**src/rtl/serial_audio_rx.sv**
```systemverilog
module serial_audio_rx #(
  parameter int DW   = 24,
  parameter int SLOT = 32
) (
  input  logic          clk,
  input  logic          rst_n,
  input  logic [1:0]    fmt_i,
  input  logic [1:0]    wcode_i,
  input  logic          lrck_i,
  input  logic          sdat_i,
  output logic [DW-1:0] left_o,
  output logic [DW-1:0] right_o,
  output logic          valid_o
);
  localparam int CW = $clog2(2*SLOT);
  localparam logic [CW-1:0] SLOTC = CW'(SLOT);
  localparam logic [1:0] F_RJ = 2'b00, F_I2S = 2'b01, F_LJ = 2'b10, F_DSP = 2'b11;

  logic          lr_q, primed, synced;
  logic [CW-1:0] fc_q, idx, nbits, base, li, ri;
  logic [DW-1:0] sh, shn, word, left_hold;
  logic          fs, live;

  assign nbits = (wcode_i == 2'b01) ? CW'(20) : (wcode_i == 2'b10) ? CW'(16) : CW'(24);
  assign fs    = primed & (fmt_i[0] ? (!lr_q & lrck_i) : (lr_q & !lrck_i));
  assign idx   = fs ? '0 : fc_q + 1'b1;
  assign live  = synced | fs;
  assign base  = (fmt_i == F_I2S) ? CW'(1) : (fmt_i == F_RJ) ? SLOTC - nbits : '0;
  assign li    = base + nbits - 1'b1;
  assign ri    = li + ((fmt_i == F_DSP) ? nbits : SLOTC);
  assign shn   = {sh[DW-2:0], sdat_i};

  always_comb begin
    case (wcode_i)
      2'b01:   word = {{(DW-20){shn[19]}}, shn[19:0]};
      2'b10:   word = {{(DW-16){shn[15]}}, shn[15:0]};
      default: word = shn;
    endcase
  end

  always_ff @(posedge clk) begin
    if (!rst_n) begin
      lr_q      <= 1'b0;
      primed    <= 1'b0;
      synced    <= 1'b0;
      fc_q      <= '0;
      sh        <= '0;
      left_hold <= '0;
      left_o    <= '0;
      right_o   <= '0;
      valid_o   <= 1'b0;
    end else begin
      lr_q    <= lrck_i;
      primed  <= 1'b1;
      synced  <= live;
      fc_q    <= idx;
      sh      <= shn;
      valid_o <= 1'b0;
      if (live && idx == li) left_hold <= word;
      if (live && idx == ri) begin
        left_o  <= left_hold;
        right_o <= word;
        valid_o <= 1'b1;
      end
    end
  end

  AST_VALID_PULSE: assert property (@(posedge clk) disable iff (!rst_n)
    valid_o |=> !valid_o);
  AST_OUT_HOLD: assert property (@(posedge clk) disable iff (!rst_n)
    !valid_o |-> ($stable(left_o) && $stable(right_o)));
  AST_NO_EARLY_VALID: assert property (@(posedge clk) disable iff (!rst_n)
    !synced |-> !valid_o);
  AST_SEXT_16: assert property (@(posedge clk) disable iff (!rst_n)
    (valid_o && $past(wcode_i) == 2'b10) |-> (&right_o[DW-1:15] || ~|right_o[DW-1:15]));
  AST_SEXT_20: assert property (@(posedge clk) disable iff (!rst_n)
    (valid_o && $past(wcode_i) == 2'b01) |-> (&right_o[DW-1:19] || ~|right_o[DW-1:19]));
endmodule

```
**config.mk**
```make
export PLATFORM = sky130hd
export DESIGN_NAME = serial_audio_rx
export DESIGN_NICKNAME = d
export VERILOG_FILES = /design/src/rtl/serial_audio_rx.sv
export SDC_FILE = /design/constraint.sdc
export NUM_CORES = 1
export LEC_CHECK = 0
export ABC_AREA = 1
export BUFFER_PORTS_ARGS = -buffer_cell sky130_fd_sc_hd__buf_2
export CORE_ASPECT_RATIO = 1.5
export CORE_MARGIN = 8
export CORE_UTILIZATION = 30
export CTS_CLUSTER_SIZE = 16
export DETAILED_ROUTE_END_ITERATION = 16
export PLACE_DENSITY = 0.45
export SLEW_MARGIN = 0
export SYNTH_ARGS = -nofsm -noshare
export SYNTH_HDL_FRONTEND = slang
export SYNTH_SLANG_ARGS = --single-unit
```
**constraint.sdc**
```tcl
create_clock -name clk -period 4.33 [get_ports clk]
set_clock_uncertainty 0.05 [all_clocks]
set_input_delay 0.6495 -clock clk [delete_from_list [all_inputs] [get_ports clk]]
set_output_delay 0.6495 -clock clk [all_outputs]
set_load 0.03 [all_outputs]
```
==> impl_metrics.json, run 1 <==
{
  "status": "completed",
  "cts_tree": "built",
  "worst_ep_arrival_time_ps": 3980,
  "grt_pass1_wl_mm": 19.4,
  "crit_fanout": 15,
  "period_needed_ps": 3750,
  "swShare_pct": 27.1,
  "yosysWarnings": 0,
  "hold_buffers": 0,
  "place_hpwl_mm": 8.16,
  "fin_setup_tns_ps": 0,
  "setup_violations": 0,
  "die_y_um": 172,
  "clkTransAtPathRegs_ps": 70,
  "worst_slew_pin_slew_ps": 934,
  "antenna_found_initial": 0,
  "critPathTopFamily": "adder cells",
  "critPathLaunchType": "input port",
  "viasPerCell": 4.27,
  "diodes": 0,
  "power.leakage_nw": 2.79,
  "power.switching_w": 0.000554,
  "die_w_um": 120,
  "track_usage_pct": 11.4,
  "synth_cell_types": 27,
  "ff2ff_path_depth": 13,
  "rsz0062_at_grt": "false",
  "min_period_over_period_pct": 86.7,
  "powerDensity_mw_per_mm2": 365,
  "nNetsFinal": 781,
  "drv_cap": 0,
  "fp.coreArea_sq_mm": 0.0160,
  "post_drt_wl_per_cell_um": 11.4,
  "drv_slew": 0,
  "grt_start_max_net_pins": 55,
  "fin_ws_ps": 576,
  "p_clk_share_pct": 38.5,
  "rows": 57,
  "area_growth_syn_to_layout_pct": 15.0,
  "grt_overflow": 0,
  "fmax_mhz": 266,
  "synth_area_sq_mm": 0.00487,
  "cts_buffers": 9,
  "intPower_w": 0.00149,
  "dp.cells": 956,
  "gp_congestion": 0.833,
  "r2r_slack_ps": 1790,
  "use_met3_pct": 2.81,
  "finalHoldViolCount": 0,
  "synth_nets": 739,
  "drive_gt1_share_pct": 12.7,
  "whs_ps": 373,
  "power_frac_seq_pct": 48.5,
  "ios": 57,
  "final_cells": 972,
  "maxSlewHeadroom_pct": 37.7,
  "drcViolationCount": 0,
  "clk_path_buf_depth": 2,
  "r2r-end": "left_hold[22]$_SDFFE_PN0P_",
  "cts_setup_buffers": 0,
  "synthCells": 719,
  "cpPeakStageDelay_ps": 390,
  "avgSynthCellArea_sq_um": 6.77,
  "critical_path.slowest_cell": "ha_1",
  "yosysSeqAreaShare_pct": 43.2,
  "htree_num_levels": 3,
  "vias": 4154,
  "dp_slack_ps": 208,
  "required_ps": 4560,
  "worstSetupPathType": "in -> reg",
  "wirelength_mm": 11.1,
  "postRouteAntennaNets": 0,
  "peakVddDrop_mv": 0.159,
  "use_met1_pct": 13.3,
  "first_pass_iters": 4,
  "crit_buf_inv": 7,
  "clock_latency_ps": 340,
  "holdPathStages": 2,
  "synth-seq-cells": 105,
  "cts.sinks": 105,
  "dieArea_sq_mm": 0.0206,
  "end_kind": "flop",
  "grt.busiest_layer": "met2",
  "power_frac_comb_pct": 13.0,
  "io_buffers": 56,
  "ctsResizeCount": 0,
  "min_to": "sh[5]$_SDFF_PN0_",
  "clock_tree.root_cell": "clkbuf_16",
  "grt_pass1_vias": 4132,
  "initial_core_util_pct": 30.3,
  "drt-initial-drc-count": 201,
  "r2r_start": "fc_q[0]$_SDFF_PN0_",
  "gr-usage-met2_pct": 19.6,
  "crit_chain": "buf_2, inv_1, ha_1, inv_1, ha_1, inv_1, ha_1, inv_1, nor2_1, nand2_1, nand2_1, nand2_1, nand2_1, ha_1, a21oi_1, nand3_1, nand2_1, nor2_1, inv_1, nand3_1, nor2_4, buf_4, nor2_1, nor2_1",
  "hp-start": "sh[4]$_SDFF_PN0_",
  "hold_class": "reg -> reg",
  "total_power_w": 0.00204
}
[sequential cells by signal, summed over array words and instances (netlist names), 6 cells and up]
register / flops
fc_q: 6
left_hold: 24
left_o: 24
right_o: 24
sh: 23
[worst reg2reg max path, stage by stage, from the launching register on]
cell,delay (ps)
dfxtp_1,510
ha_1,310
nand3_1,100
nand2_1,70
nand2_1,60
inv_1,70
nand2_1,90
nand2_1,120
nand2_1,90
nor2_4,390
nand3_4,320
nand2_1,180
inv_2,30
nor2_1,80
[cells in the final DEF, fill, tap and decap left out]
cell type     n
xor2_1        1
clkinvlp_4    1
buf_4         4
clkbuf_8      2
xor2_2        1
inv_1       121
nand4_1      19
nand2_1     179
nor2_2        2
ha_1         11
clkinv_4      1
nand3_2       4
inv_2         3
nand3_4       2
nor2_4        4
fa_1          1
buf_2        56
or2_2         1
clkbuf_16     9
clkinv_1      1
nor2_1      138
clkinv_2      2
dfxtp_1     105
xnor2_1       1
nor3_1        2
a21oi_1      14
nand3_1      75
inv_8         1
buf_12        3
nand2_2       1
nand3b_1      1
[cell usage after synthesis]
cell type | number | area share, %
xor2_2 | 1 | 0.33
clkinv_1 | 1 | 0.077
nand3_4 | 2 | 0.72
xnor2_1 | 1 | 0.18
nor2_4 | 3 | 0.69
nand2_1 | 179 | 14
nand3_1 | 75 | 7.7
buf_6 | 7 | 1.6
a21oi_1 | 14 | 1.4
nor2_1 | 140 | 11
fa_1 | 1 | 0.41
nand3_2 | 4 | 0.82
clkbuf_1 | 7 | 0.54
xor2_1 | 1 | 0.18
nand3b_1 | 1 | 0.15
nor3_1 | 2 | 0.21
inv_1 | 121 | 9.3
inv_2 | 3 | 0.23
dfxtp_1 | 105 | 43
ha_1 | 11 | 2.8
or2_2 | 1 | 0.13
buf_2 | 8 | 0.82
nand4_1 | 19 | 2.4
buf_1 | 6 | 0.46
buf_4 | 4 | 0.62
nand2_2 | 1 | 0.13
nor2_2 | 1 | 0.13
[routing by layer]
| layer | up-vias | share of wire (%) |
|---|---|---|
| li1 | 2243 | - |
| met3 | 14 | 4.7 |
| met4 | 0 | 1.8 |
| met1 | 1839 | 46 |
| met2 | 58 | 47 |
| met5 | - | 0 |
[cell type report]
type	instances	area, sq um
Fill cell	1802	10400
Multi-Input combinational cell	457	2110
Sequential cell	105	2100
Inverter	125	469
Timing Repair Buffer	63	370
Tap cell	206	258
Clock buffer	11	253
Clock inverter	5	37.5
[power groups by stage]
stage / registers, W / clock network [W] / logic [W]
2_1_floorplan: 0.00102 / 0 / 0.000198
3_3_place_gp: 0.00101 / 0 / 0.000267
3_5_place_dp: 0.00101 / 0 / 0.000270
4_1_cts: 0.000991 / 0.000822 / 0.000271
5_1_grt: 0.000993 / 0.000860 / 0.000309
6_report: 0.000991 / 0.000787 / 0.000266
[metrics by stage]
stage	utilization, %	cell area [sq um]
floorplan	-	4870
global placement	33.1	5310
detailed placement	33.1	5310
CTS	34.9	5600
global route	34.9	5600
finish	34.9	5600
[logic make-up (layout without fill, tap and decap cells)]
group	count (synthesis)	in the layout	synth area share, %
AO/OA/AOI/OAI	14	14	1.44
XOR/XNOR	3	3	0.694
adder cells (fa/ha/maj)	12	12	3.24
buffers and inverters	157	204	13.7
flip-flops	105	105	43.2
AND/OR/NAND/NOR	428	428	37.7
[worst max-delay path by stage]
stage | from | cells past startpoint | slack, ps | endpoint
5_1_grt | wcode_i[0] | 24 | 240 | right_o[19]$_SDFFE_PN0P_
3_5_place_dp | wcode_i[0] | 24 | 210 | right_o[20]$_SDFFE_PN0P_
6_report | wcode_i[0] | 24 | 580 | right_o[20]$_SDFFE_PN0P_
3_3_place_gp | wcode_i[0] | 25 | 320 | right_o[23]$_SDFFE_PN0P_
4_1_cts | wcode_i[0] | 24 | 570 | right_o[20]$_SDFFE_PN0P_
2_1_floorplan | wcode_i[0] | 25 | 660 | left_o[10]$_SDFFE_PN0P_
Note: power is estimated with default switching activity, not from simulation.
==> inputs of run 2 (changes only) <==
==> constraint.sdc (replaced) <==
create_clock -name clk -period 4.33 [get_ports clk]
set_clock_uncertainty 0.05 [all_clocks]
set_input_delay 1.0825 -clock clk [delete_from_list [all_inputs] [get_ports clk]]
set_output_delay 1.0825 -clock clk [all_outputs]
set_load 0.03 [all_outputs]
==> run 2 against run 1 <==
Net effect: final area up 5.4%; clock power up 8.5%; highest routed layer unchanged; final cell count increased by 2.0%; routed wire length increased by 11%; flip-flop and latch count is the same; setup slack worse by 340 ps; sequential power hardly changed; total power rose by 5.7%.
==> impl_metrics.json, run 2 (synthesized netlist as in run 1, its figures left out) <==
{
  "initial_core_util_pct": 30.3,
  "drv_slew": 0,
  "path_depth": 22,
  "nNetsFinal": 800,
  "worstSetupPathType": "in -> reg",
  "holdPathStages": 2,
  "cpPeakStageDelay_ps": 330,
  "crit_top_cell": "ha_1",
  "crit_fanout": 12,
  "total_power_w": 0.00216,
  "setup_violations": 0,
  "grt_start_max_net_pins": 98,
  "maxSlewHeadroom_pct": 36.4,
  "power.switching_w": 0.000592,
  "swShare_pct": 27.4,
  "min_period_over_period_pct": 94.5,
  "drcViolationCount": 0,
  "period_needed_ps": 4090,
  "critPathLaunchType": "input port",
  "area_growth_syn_to_layout_pct": 21.2,
  "powerDensity_mw_per_mm2": 366,
  "viasPerCell": 4.30,
  "dp_slack_ps": -177,
  "first_pass_iters": 4,
  "dieArea_sq_mm": 0.0206,
  "power_frac_seq_pct": 45.8,
  "clkTransAtPathRegs_ps": 70,
  "worst_slew_pin_slew_ps": 954,
  "critical_path.slowest_cell": "xnor2_1",
  "place_hpwl_mm": 8.12,
  "power_frac_comb_pct": 14.6,
  "drive_gt1_share_pct": 15.7,
  "hold_class": "reg -> reg",
  "ios": 57,
  "fill_cells": 1768,
  "cts_buffers": 9,
  "r2r_slack_ps": 2070,
  "fin_setup_tns_ps": 0,
  "gp_congestion": 0.824,
  "r2r-end": "left_hold[16]$_SDFFE_PN0P_",
  "finalHoldViolCount": 0,
  "track_usage_pct": 11.4,
  "fmax_mhz": 244,
  "vias": 4263,
  "fin_ws_ps": 239,
  "die_w_um": 120,
  "post_drt_wl_per_cell_um": 12.4,
  "drt-initial-drc-count": 169,
  "cts_tree": "built",
  "end_kind": "flop",
  "power.leakage_nw": 2.93,
  "required_ps": 4520,
  "crit_path_end": "right_o[23]$_SDFFE_PN0P_",
  "drv_cap": 0,
  "peakVddDrop_mv": 0.174,
  "layout_commonest_cell": "nand2_1",
  "grt_pass1_wl_mm": 19.5,
  "postRouteAntennaNets": 0,
  "worst_ep_arrival_time_ps": 4280,
  "crit_buf_inv": 6,
  "p_clk_share_pct": 39.5,
  "htree_num_levels": 3,
  "die_y_um": 172,
  "hold_buffers": 0,
  "final_cells": 991,
  "startpoint": "wcode_i[0]",
  "clock_tree.root_cell": "clkbuf_16",
  "clock_latency_ps": 350,
  "largestRegisters": "left_hold (24), left_o (24), right_o (24)",
  "rows": 57,
  "fp.coreArea_sq_mm": 0.0160,
  "fin_util_pct": 36.8,
  "final_cell_mix": "nand2_1 (176), nor2_1 (137), inv_1 (121)",
  "critPathTopFamily": "simple AND/OR/NAND/NOR gates",
  "diodes": 0,
  "dp.cells": 967,
  "grt_pass1_vias": 4195,
  "clk_path_buf_depth": 2,
  "ff2ff_path_depth": 12,
  "cts.sinks": 105,
  "crit_chain": "buf_2, inv_1, ha_1, or2_2, ha_1, inv_1, ha_1, xnor2_1, inv_1, ha_1, nand3_1, nand2_1, nand2_1, nand2_2, nand2_2, nand3_1, nor2_4, buf_12, buf_8, nand3_1, nand2_1, nor2_1",
  "grt_overflow": 0,
  "antenna_found_initial": 0,
  "intPower_w": 0.00157,
  "wirelength_mm": 12.3,
  "status": "completed",
  "io_buffers": 56,
  "r2r_start": "fc_q[0]$_SDFF_PN0_"
}
run 2: cell count changes in the layout (fill, tap and decap cells not counted), moves of 2 or more:
cell and change:
buf_12 +2, buf_4 +10, clkbuf_16 +3, inv_6 +2, nand2_2 +3, nand2_1 -3
buf_6 +3, nor2_4 +2
run 2: power groups by stage:
| stage | Combinational [W] | Sequential [W] | Clock (W) |
|---|---|---|---|
| detailed placement | 0.000280 | 0.00101 | 0 |
| finish | 0.000316 | 0.000991 | 0.000854 |
| global route | 0.000357 | 0.000993 | 0.000921 |
| CTS | 0.000281 | 0.000991 | 0.000884 |
| floorplan | 0.000198 | 0.00102 | 0 |
| global placement | 0.000274 | 0.00101 | 0 |
run 2: tightest hold or removal path: stages, from the launching register on:
cell     delay [ps]
dfxtp_1         310
nand2_1          50
inv_1            30
run 2: cell type report:
class	instances	area [sq um]	area share [%]
clock buffer	10	239	4.05
sequential	105	2100	35.6
multi-input combinational	457	2150	36.4
clock inverter	6	72.6	1.23
tap	206	258	4.37
inverter	125	469	7.95
timing repair buffer	82	609	10.3
run 2: repair_timing:
item | CTS | global route
setup buffers | 0 | 2
gates resized for setup | 0 | 11
setup endpoints to repair | 0 | 48
endpoints found under the hold margin | 0 | 0
run 2: worst min-delay path by stage:
stage	from	endpoint
after floorplan	sh[9]$_SDFF_PN0_	sh[10]$_SDFF_PN0_
after global placement	sh[7]$_SDFF_PN0_	sh[8]$_SDFF_PN0_
after detailed placement	sh[1]$_SDFF_PN0_	sh[2]$_SDFF_PN0_
after CTS	sh[4]$_SDFF_PN0_	sh[5]$_SDFF_PN0_
after global routing	sh[20]$_SDFF_PN0_	sh[21]$_SDFF_PN0_
final	sh[1]$_SDFF_PN0_	sh[2]$_SDFF_PN0_
run 2: per-layer routing:
layer / global-route usage, % / part of all wire (%) / routed length, um / vias to the layer above
met4: 4.80 / 1.6 / 195 / 0
met3: 2.19 / 3.4 / 412 / 11
met1: 13.6 / 47 / 5720 / 1911
met5: 0 / 0 / 0 / -
li1: - / - / - / 2294
met2: 19.6 / 48 / 5960 / 47
run 2: per-stage QoR:
| stage | hold slack (ps) | cell area [sq um] |
|---|---|---|
| final | 374 | 5900 |
| after global routing | 393 | 5900 |
| after CTS | 375 | 5700 |
| after detailed placement | 366 | 5390 |
| after global placement | 360 | 5390 |
| after floorplan | 357 | 4870 |
==> inputs of run 3 (changes only) <==
==> constraint.sdc (replaced) <==
create_clock -name clk -period 4.23 [get_ports clk]
set_clock_uncertainty 0.05 [all_clocks]
set_input_delay 1.0575 -clock clk [delete_from_list [all_inputs] [get_ports clk]]
set_output_delay 1.0575 -clock clk [all_outputs]
set_load 0.03 [all_outputs]
==> run 3 against run 2 <==
Net effect: register-to-register slack got worse by 130 ps; total power rose by 0.14%; worst hold slack improved by 1.9 ps; non-clock buffer count rose by 4; via count fell by 0.23%; die area did not move; core utilization rose by 0.33 points; global-route usage barely moved; setup slack got worse by 25 ps; sequential power barely moved; largest cell class unchanged.
==> impl_metrics.json, run 3 (synthesized netlist as in run 1, its figures left out) <==
{
  "status": "completed",
  "initial_core_util_pct": 30.3,
  "drive_gt1_share_pct": 17.2,
  "worst_ep_arrival_time_ps": 4210,
  "cts_tree": "built",
  "min_period_over_period_pct": 94.9,
  "fmax_mhz": 249,
  "die_w_um": 120,
  "powerDensity_mw_per_mm2": 363,
  "period_needed_ps": 4020,
  "end_kind": "flop",
  "clk_path_buf_depth": 2,
  "clock_tree.root_cell": "clkbuf_16",
  "die_y_um": 172,
  "startpoint": "wcode_i[0]",
  "holdPathStages": 2,
  "diodes": 0,
  "final_cells": 995,
  "htree_num_levels": 3,
  "grt_pass1_wl_mm": 19.6,
  "cts.sinks": 105,
  "track_usage_pct": 11.4,
  "ios": 57,
  "post_drt_wl_per_cell_um": 12.0,
  "hold_class": "reg -> reg",
  "r2r_start": "fc_q[0]$_SDFF_PN0_",
  "crit_fanout": 9,
  "place_hpwl_mm": 8.22,
  "worst_slew_pin_slew_ps": 724,
  "critPathLaunchType": "input port",
  "vias": 4253,
  "total_power_w": 0.00216,
  "worstSetupPathType": "in -> reg",
  "fp.coreArea_sq_mm": 0.0160,
  "gp_congestion": 0.836,
  "hold_buffers": 0,
  "grt_start_max_net_pins": 49,
  "rows": 57,
  "grt_overflow": 0,
  "ff2ff_path_depth": 12,
  "finalHoldViolCount": 0,
  "hp-start": "sh[1]$_SDFF_PN0_",
  "dieArea_sq_mm": 0.0206,
  "area_growth_syn_to_layout_pct": 22.3,
  "setup_violations": 0,
  "dp.cells": 972,
  "cts_buffers": 9,
  "fill_cells": 1747,
  "maxSlewHeadroom_pct": 51.7,
  "min_to": "sh[2]$_SDFF_PN0_",
  "power.leakage_nw": 2.94,
  "layout_commonest_cell": "nand2_1",
  "nNetsFinal": 804,
  "drcViolationCount": 0,
  "r2r_slack_ps": 1940,
  "io_buffers": 56,
  "r2r-end": "left_hold[18]$_SDFFE_PN0P_",
  "first_pass_iters": 6,
  "grt_pass1_vias": 4190,
  "drv_cap": 0,
  "clock_latency_ps": 340,
  "drt-initial-drc-count": 226,
  "largestRegisters": "left_hold (24), left_o (24), right_o (24)",
  "required_ps": 4420,
  "clkTransAtPathRegs_ps": 70,
  "drv_slew": 0,
  "wirelength_mm": 12.0,
  "final_cell_mix": "nand2_1 (171), nor2_1 (137), inv_1 (121)",
  "peakVddDrop_mv": 0.162,
  "viasPerCell": 4.27,
  "postRouteAntennaNets": 0,
  "antenna_found_initial": 0
}
[run 3: cell types whose count changed in the layout (fill, tap and decap cells not counted), sizes merged]
cell,change
clkinvlp,+2
buf,+4
clkbuf,-1
bufinv,-1
[run 3: report_power, final]
group | switching (W) | internal, W | total, W | leakage, nW
clock network | 0.000394 | 0.000412 | 0.000806 | 0.137
registers | 0.00000979 | 0.00100 | 0.00101 | 0.848
logic | 0.000214 | 0.000130 | 0.000343 | 1.95
total | 0.000617 | 0.00155 | 0.00216 | 2.94
[run 3: how the worst max path moves through the flow]
stage	end	slack, ps	cells after the start
floorplan	left_o[10]$_SDFFE_PN0P_	150	25
global placement	left_o[17]$_SDFFE_PN0P_	-140	25
detailed placement	right_o[4]$_SDFFE_PN0P_	-190	24
CTS	right_o[4]$_SDFFE_PN0P_	160	24
global route	right_o[21]$_SDFFE_PN0P_	-30	26
finish	left_o[3]$_SDFFE_PN0P_	210	26
[run 3: per-stage QoR]
stage                     hold slack (ps)  util (%)  cell area (sq um)  TNS (ps)  setup slack, ps
final                                 376      37.1               5950         0              214
after global placement                363      33.8               5430     -6000             -138
after global routing                  387      37.1               5950      -226            -27.1
after floorplan                       357         -               4870         0              154
after CTS                             377      35.6               5720         0              157
after detailed placement              367      33.8               5430     -8120             -193
[run 3: critical path: stages]
cell       delay [ps]
buf_2              90
inv_1              60
ha_1              210
or2_2             300
ha_1              280
inv_1              60
ha_4              270
inv_1              40
nor2_1             80
nand2_1           100
nand2_2           100
nand2_2            50
nand2_2            90
ha_4              220
a21oi_4           160
nand2_2            60
nand2_2            60
nand2_2            60
nand2_2            90
nand3_2           100
nor2_4            180
buf_12            150
clkbuf_16         150
nand3_1            80
nand2_1            70
nor2_1             40
[run 3: timing repair]
action / 4_1_cts / 5_1_grt
buffers inserted: 0 / 2
setup endpoints to repair: 0 / 48
gates resized for setup: 0 / 21
endpoints found under the hold margin: 0 / 0
[run 3: cell type report]
type                       instances  area [sq um]  area share [%]
inverter                         125           469            7.88
clock inverter                     7          65.1            1.09
sequential                       105          2100            35.3
clock buffer                       9           225            3.78
multi-input combinational        457          2190            36.9
tap                              206           258            4.33
timing repair buffer              86           639            10.7
[run 3: routing by layer]
layer,GRT usage (%),vias up,routed length (um)
met2,20.1,62,5950
li1,-,2300,-
met3,2.65,10,524
met4,3.71,0,182
met1,13.3,1881,5320
met5,0,-,0
